--- src/rtl/hsmem_pkg.sv ---
package hsmem_pkg;

    localparam int ADDR_W      = 8;
    localparam int WORD_W      = 16;
    localparam int LANE_W      = 8;
    localparam int IDX_W       = 6;
    localparam int DEPTH       = 1 << IDX_W;
    localparam int INSTR_WORDS = 16;
    localparam int PROG_WORDS  = 14;
    localparam int DATA_FILL   = 15;
    localparam int PROG_STEP   = 16'h0841;

    typedef enum logic [0:0] {
        ST_IDLE = 1'b0,
        ST_DONE = 1'b1
    } hs_state_t;

    typedef enum logic [0:0] {
        REG_INSTR = 1'b0,
        REG_DATA  = 1'b1
    } region_t;

    typedef struct packed {
        logic             hit;
        region_t          region;
        logic [IDX_W-1:0] idx;
    } decode_t;

    function automatic logic [WORD_W-1:0] init_word(input int idx);
        if (idx < PROG_WORDS)
            return WORD_W'((idx + 1) * PROG_STEP);
        else if (idx >= INSTR_WORDS && idx < INSTR_WORDS + DATA_FILL)
            return WORD_W'(idx - INSTR_WORDS + 1);
        else
            return '0;
    endfunction

endpackage

--- src/rtl/hsmem_decode.sv ---
module hsmem_decode
    import hsmem_pkg::*;
#(
    parameter int AW = ADDR_W,
    parameter int IW = IDX_W
) (
    input  logic [AW-1:0] addr,
    output decode_t       dec
);
    localparam int HI_W = AW - IW;

    always_comb begin
        dec.hit    = (addr[AW-1:IW] == HI_W'(0));
        dec.idx    = addr[IW-1:0];
        dec.region = (int'(addr[IW-1:0]) < INSTR_WORDS) ? REG_INSTR : REG_DATA;
    end
endmodule

--- src/rtl/hsmem_array.sv ---
module hsmem_array
    import hsmem_pkg::*;
#(
    parameter int WW = WORD_W,
    parameter int IW = IDX_W
) (
    input  logic          clk,
    input  logic          rst,
    input  logic          we,
    input  logic [IW-1:0] widx,
    input  logic [WW-1:0] wword,
    input  logic [IW-1:0] ridx,
    output logic [WW-1:0] rword
);
    localparam int N = 1 << IW;

    logic [WW-1:0] store [N];

    always_ff @(posedge clk) begin
        if (rst) begin
            for (int i = 0; i < N; i++)
                store[i] <= init_word(i);
        end else if (we) begin
            store[widx] <= wword;
        end
    end

    assign rword = store[ridx];

    // data-region strobes from the controller carry a cleared upper byte
    assert_data_upper_clear_R7: assert property (@(posedge clk) disable iff (rst)
        (we && int'(widx) >= INSTR_WORDS) |-> (wword[WW-1:LANE_W] == '0));
endmodule

--- src/rtl/hsmem_ctrl.sv ---
module hsmem_ctrl
    import hsmem_pkg::*;
#(
    parameter int WW = WORD_W,
    parameter int LW = LANE_W
) (
    input  logic          clk,
    input  logic          rst,
    input  logic          sel,
    input  logic          rw,
    input  decode_t       dec,
    input  logic [WW-1:0] wdata,
    input  logic [WW-1:0] rword,
    output logic          we,
    output logic [WW-1:0] wword,
    output logic [WW-1:0] rdata,
    output logic          ready
);
    hs_state_t state;
    logic      accept;

    assign accept = (state == ST_IDLE) && sel;
    assign we     = accept && rw && dec.hit;
    assign ready  = (state == ST_DONE);

    always_comb begin
        if (dec.region == REG_INSTR)
            wword = wdata;
        else
            wword = {{(WW-LW){1'b0}}, wdata[LW-1:0]};
    end

    always_ff @(posedge clk) begin
        if (rst) begin
            state <= ST_IDLE;
            rdata <= '0;
        end else begin
            case (state)
                ST_IDLE: begin
                    if (sel) begin
                        state <= ST_DONE;
                        rdata <= (!rw && dec.hit) ? rword : '0;
                    end else begin
                        rdata <= '0;
                    end
                end
                ST_DONE: begin
                    if (!sel) begin
                        state <= ST_IDLE;
                        rdata <= '0;
                    end
                end
                default: begin
                    state <= ST_IDLE;
                    rdata <= '0;
                end
            endcase
        end
    end

    // select seen while idle leads to ready on the next edge
    assert_ready_rise_R2: assert property (@(posedge clk) disable iff (rst)
        (sel && !ready) |=> ready);
    // ready is held while select stays high
    assert_ready_hold_R2: assert property (@(posedge clk) disable iff (rst)
        (sel && ready) |=> ready);
    // release clears ready and data together
    assert_release_R3: assert property (@(posedge clk) disable iff (rst)
        (!sel && ready) |=> (!ready && rdata == '0));
    // data stays put across a hold
    assert_hold_stable_R5: assert property (@(posedge clk) disable iff (rst)
        (sel && ready) |=> $stable(rdata));
    // no stale data outside the ready phase
    assert_idle_zero_R10: assert property (@(posedge clk) disable iff (rst)
        !ready |-> (rdata == '0));
endmodule

--- src/rtl/hsmem_top.sv ---
module hsmem_top
    import hsmem_pkg::*;
#(
    parameter int AW = ADDR_W,
    parameter int WW = WORD_W,
    parameter int LW = LANE_W,
    parameter int IW = IDX_W
) (
    input  logic          clk,
    input  logic          rst,
    input  logic [AW-1:0] addr,
    input  logic          rw,
    input  logic          sel,
    input  logic [WW-1:0] wdata,
    output logic [WW-1:0] rdata,
    output logic          ready
);
    decode_t       dec;
    logic          we;
    logic [WW-1:0] wword;
    logic [WW-1:0] rword;

    hsmem_decode #(.AW(AW), .IW(IW)) u_decode (
        .addr (addr),
        .dec  (dec)
    );

    hsmem_array #(.WW(WW), .IW(IW)) u_array (
        .clk   (clk),
        .rst   (rst),
        .we    (we),
        .widx  (dec.idx),
        .wword (wword),
        .ridx  (dec.idx),
        .rword (rword)
    );

    hsmem_ctrl #(.WW(WW), .LW(LW)) u_ctrl (
        .clk   (clk),
        .rst   (rst),
        .sel   (sel),
        .rw    (rw),
        .dec   (dec),
        .wdata (wdata),
        .rword (rword),
        .we    (we),
        .wword (wword),
        .rdata (rdata),
        .ready (ready)
    );
endmodule

--- config.mk ---
export PLATFORM = sky130hd
export DESIGN_NAME = hsmem_top
export DESIGN_NICKNAME = d
export VERILOG_FILES = /design/src/rtl/hsmem_pkg.sv /design/src/rtl/hsmem_decode.sv /design/src/rtl/hsmem_array.sv /design/src/rtl/hsmem_ctrl.sv /design/src/rtl/hsmem_top.sv
export SDC_FILE = /design/constraint.sdc
export NUM_CORES = 1
export LEC_CHECK = 0
export BUFFER_PORTS_ARGS = -buffer_cell sky130_fd_sc_hd__buf_2
export CORE_ASPECT_RATIO = 0.8
export CORE_MARGIN = 2
export CORE_UTILIZATION = 40
export CTS_CLUSTER_DIAMETER = 50
export CTS_CLUSTER_SIZE = 40
export DETAILED_ROUTE_END_ITERATION = 10
export GPL_TIMING_DRIVEN = 0
export HOLD_SLACK_MARGIN = 0.15
export MAX_ROUTING_LAYER = met4
export SKIP_CTS_REPAIR_TIMING = 1
export SLEW_MARGIN = 30
export SYNTH_ARGS = -nofsm -noshare
export SYNTH_HDL_FRONTEND = slang
export SYNTH_SLANG_ARGS = --single-unit
--- constraint.sdc ---
create_clock -name clk -period 5 [get_ports clk]
set_input_delay 0.25 -clock clk [delete_from_list [all_inputs] [get_ports clk]]
set_output_delay 0.25 -clock clk [all_outputs]
set_load 0.01 [all_outputs]
; ---- Word-level counts from Yosys, hierarchy flattened
; Memory sizes are Yosys's and may differ from the RTL's.
; Cells that the tools add are included.
[totals]
n_memories = 1
mem_bits_ro = 0
reg_bits = 17
mem_bits_rw = 1024
elab_cells = 57
inputBits = 28
out_inout_bits = 17
latch_bits = 0
[mem_list]
columns = name, depth, width, rd, rd_ports_with_merged_regs, write_ports, line
row1 = u_array.store, 64, 16, 1, 0, 64, hsmem_array.sv:17  ; logic [WW-1:0] store [N];
[op_classes]
magnitude_cmp = 1
n_div = 0
reduce_logical = 7
eq_ne = 1
n_shift = 0
addsub = 0
bitwise_logic = 1
multipliers = 0
muxes = 44
[op_table]
columns = operator, count
row1 = 2-to-1 mux 16 bit, 35
row2 = case mux 16 bit (2 select lines), 1
row3 = OR reduction 16 bit, 1
row4 = 2-to-1 mux 1 bit, 7
row5 = less-than comparator 6 x 5 -> 1 bit (second input constant), 1
row6 = 2-to-1 mux 6 bit, 1
row7 = logical AND 1 bit, 4
row8 = logical NOT 2 bit, 1
row9 = inequality test 2 bit (second input constant), 1
row10 = logical NOT 1 bit, 1
row11 = inverter 1 bit, 1

; ---- Longest topological paths before layout
[depth]
ltp_word = 9
ltp_mapped = 10
depth_no_buf = 6

; ---- Hierarchy
; Synthesis repeated with hierarchy kept, for this count alone.
[hier_totals]
hier_cells = 3079
area_unflattened_um2 = 47709.5
[by_module_without_submodules]
columns = module, area_each_um2, cells_each, n_inst, seq_area_each_um2
row1 = hsmem_array, 46951.3, 3012, 1, 30749.5
row2 = hsmem_ctrl, 703.2, 59, 1, 340.3
row3 = hsmem_decode, 55.1, 8, 1, 0.0

; ---- Least setup slack after synthesis
; No wires, ideal clock.
[synth_path]
kind = input to register
startpoint = input addr[0]
endpoint = memory u_array.store[46][0] (netlist bit) (enable)
setup_slack_ns = 2.806
path_stages = 8
n_path_buf = 4
setup_time_ns = 0.334
arrival_time_ns = 1.861
required_time_ns = 4.666
path_cell_list = buf_6 > and2b_1 > clkbuf_1 > buf_2 > nand2_1 > clkbuf_1 > nor2_1 > or2_2
[synth_rtl]
columns = item, line
row1 = from (decl), hsmem_top.sv:11  ; input logic [AW-1:0] addr,
row2 = to (decl), hsmem_array.sv:17

==> results.yml <==
synth:
  synth_edf_count: 1024
  yosys.area_share.simple_pct: 11.60
  ys_seq_area_share_pct: 69.70
  synth-compound-area-share_pct: 4.423
  synth_top_family_by_area: "multiplexers"
  synthXorXnorAreaFrac_pct: 0
  syn_area_per_cell_um2: 16.78
  ys_warn_count: 0
  synthArstFlopShare_pct: 0
  netlist_area_um2: 44610
  synth_fa_ha_area_share_pct: 0
  synth_mux_area_share_pct: 11.86
  ys_seq_elements: 1041
  ys.flop_type: "edfxtp_1"
  synth_cell_types: 53
  netlist_instances: 2658
sta:
  tns_ns: 0
  hold_slack_ns: 0.1974
  hold_viol_final: 0
  finalSetupViolations: 0
  timing.final.ws_setup_ns: 0.4723
  tightest_slew_ns: 1.135
  fin_crit_ns: 4.528
  grt_setup_unrepaired: "no"
  fmax_mhz: 220.9
  finClkSkew_ns: 0.03129
  min_period_over_period_pct: 90.55
  slew_violations: 0
  slew_headroom_pct: 24.18
worst_hold_path:
  hp-class: "in2reg"
  whs_path_depth: 2
cells_and_area:
  layout_commonest_cell: "edfxtp_1"
  fin_util_pct: 47.07
  area_growth_pct: 16.56
  final_nets: 3224
  drive_above_1_share_pct: 15.56
  final_cell_mix: "edfxtp_1, and2_1, conb_1"
  nFillCells: 9582
global_route:
  grt_remaining_overflow: 0
  grt_pass1_vias: 25170
  grt_pass1_wl_mm: 202.1
  grtUsageTotal_pct: 26.75
  grt_start_max_net_pins: 22
  antenna_found_initial: 20
clock_tree:
  cts.sinks: 1041
  clkTransAtPathRegs_ns: 0.08
  clk_path_buf_depth: 3
  cts_root_buf: "clkbuf_16"
  cts_buffers: 102
  htree_levels: 3
  cts_tree: "yes"
  clk_latency_ns: 0.72
setup_path:
  cp-start-kind: "input pin"
  worstPathArrival_ns: 4.88
  cp_slowest_cell: "nor2b_1"
  crit_top_cell: "nor2_1"
  cpPeakStageDelay_ns: 0.83
  rr_worst_depth: 7
  end_kind: "flop"
  critical_path.max_fanout: 16
  reg2reg_slack_ns: 1.07
  crit_chain: "dlygate4sd3_1 -> buf_2 -> nor2b_1 -> nand3_1 -> nor2_1 -> nand2_1 -> clkbuf_1 -> nor2_1 -> or2_2"
  crit_type: "in2reg"
  worstPathRequired_ns: 5.35
detailed_routing:
  drt-initial-drc-count: 4356
  vias_per_cell: 5.659
  finalWirelength_mm: 148.1
  postRouteAntennaNets: 0
  drt_pass1_iterations: 7
  vias: 26810
  drc_errors: 0
  wire_per_inst_um: 31.26
power:
  ir_drop_mv: 0.3335
  finalPower_uw: 20040
  power.leakage_uw: 0.01892
  powerDensity_nw_per_um2: 385.5
die:
  fp.dieH_um: 302.7
  ios: 45
  start_util_pct: 40.38
  core-area_um2: 110500
  die_area_um2: 114200
  chipWidth_um: 377.4
  rows: 109
placed_design:
  port-buffer-count: 34
  gp_congestion: 1.013
  place_ws_ns: 0.6161
  post-dp-hpwl_mm: 102.9
job:
  maxCapViolations: 0
run_status:
  status: "finished clean"
[kinds of logic after synthesis]
family	count (synthesis)
AO/OA/AOI/OAI	257
buffers and inverters	223
flip-flops	1041
multiplexers	268
other	1
AND/OR/NAND/NOR	868
[final timing paths]
path / from / endpoint
worst max-delay path: sel / u_array.store[46][10]$_SDFFCE_PN0P_
worst min register to register: u_ctrl.rdata[11]$_SDFFE_PP0P_ / u_ctrl.rdata[11]$_SDFFE_PP0P_
worst min-delay path: wdata[4] / u_array.store[15][4]$_SDFFCE_PN0P_
worst max register to register: u_ctrl.ready$_SDFF_PP0_ / u_array.store[46][10]$_SDFFCE_PN0P_
[flip-flops by register name, indices dropped and copies added, names as in the netlist]
name / flops
u_array.store: 1024
u_ctrl.rdata: 16
u_ctrl.ready: 1
[stage by stage]
step,area [µm²],instances
final,51990,4737
after global routing,51980,4731
after CTS,51830,4714
after detailed placement,48080,4521
after global placement,48020,4518
after floorplan,46040,3041
[report_power, final]
group          internal [µW]  leakage (µW)  switching [µW]
combinational            409       0.00662             973
sequential              9980        0.0105             104
clock                   4810       0.00180            3770
[metal layers]
metal  vias to the layer above  part of all wire (%)  global-route usage [%]
met4                         0                   2.7                   7.248
met2                      1641                    41                   35.65
met5                         -                     0                       -
li1                      11120                     -                       -
met1                     13820                    43                   38.73
met3                       228                    14                   9.098
[worst max-delay path, delay by kind of cell]
family | cells | cell delay [ns]
AND/OR/NAND/NOR | 6 | 3.38
buffers and inverters | 3 | 1.22
[synthesized netlist by cell type, drive strengths merged (3+ instances only)]
cell	number	share of area [%]
mux4	193	10
clkbuf	151	1.3
nand3	14	0.16
o22ai	21	0.29
a21o	12	0.20
a32o	3	0.067
or2	65	0.91
a22o	28	0.55
a21oi	4	0.045
a31oi	12	0.17
and2	527	7.4
a221oi	75	1.5
a22oi	40	0.67
o21ai	31	0.35
nand2	21	0.18
nor2	88	0.74
nor3	5	0.056
mux2i	72	1.6
a211oi	12	0.20
edfxtp	1024	69
and3	5	0.070
mux2	3	0.076
dfxtp	17	0.76
buf	70	1.1
or3	117	1.6
o22a	15	0.29
nand3b	5	0.084
or3b	3	0.059
nor2b	3	0.042
[layout make-up]
class | instances | area, µm² | area share, %
diodes | 9 | 22.52 | 0.04332
plain buffers | 221 | 1089 | 2.094
clock buffers | 111 | 2650 | 5.097
clock inverters | 82 | 1097 | 2.110
inverters | 2 | 7.507 | 0.01444
multi-input cells | 1777 | 13900 | 26.74
flip-flops and latches | 1041 | 31090 | 59.80
well taps | 1443 | 1805 | 3.473
repair buffers | 51 | 327.8 | 0.6305
No activity file was read; power rests on OpenSTA's default activity.
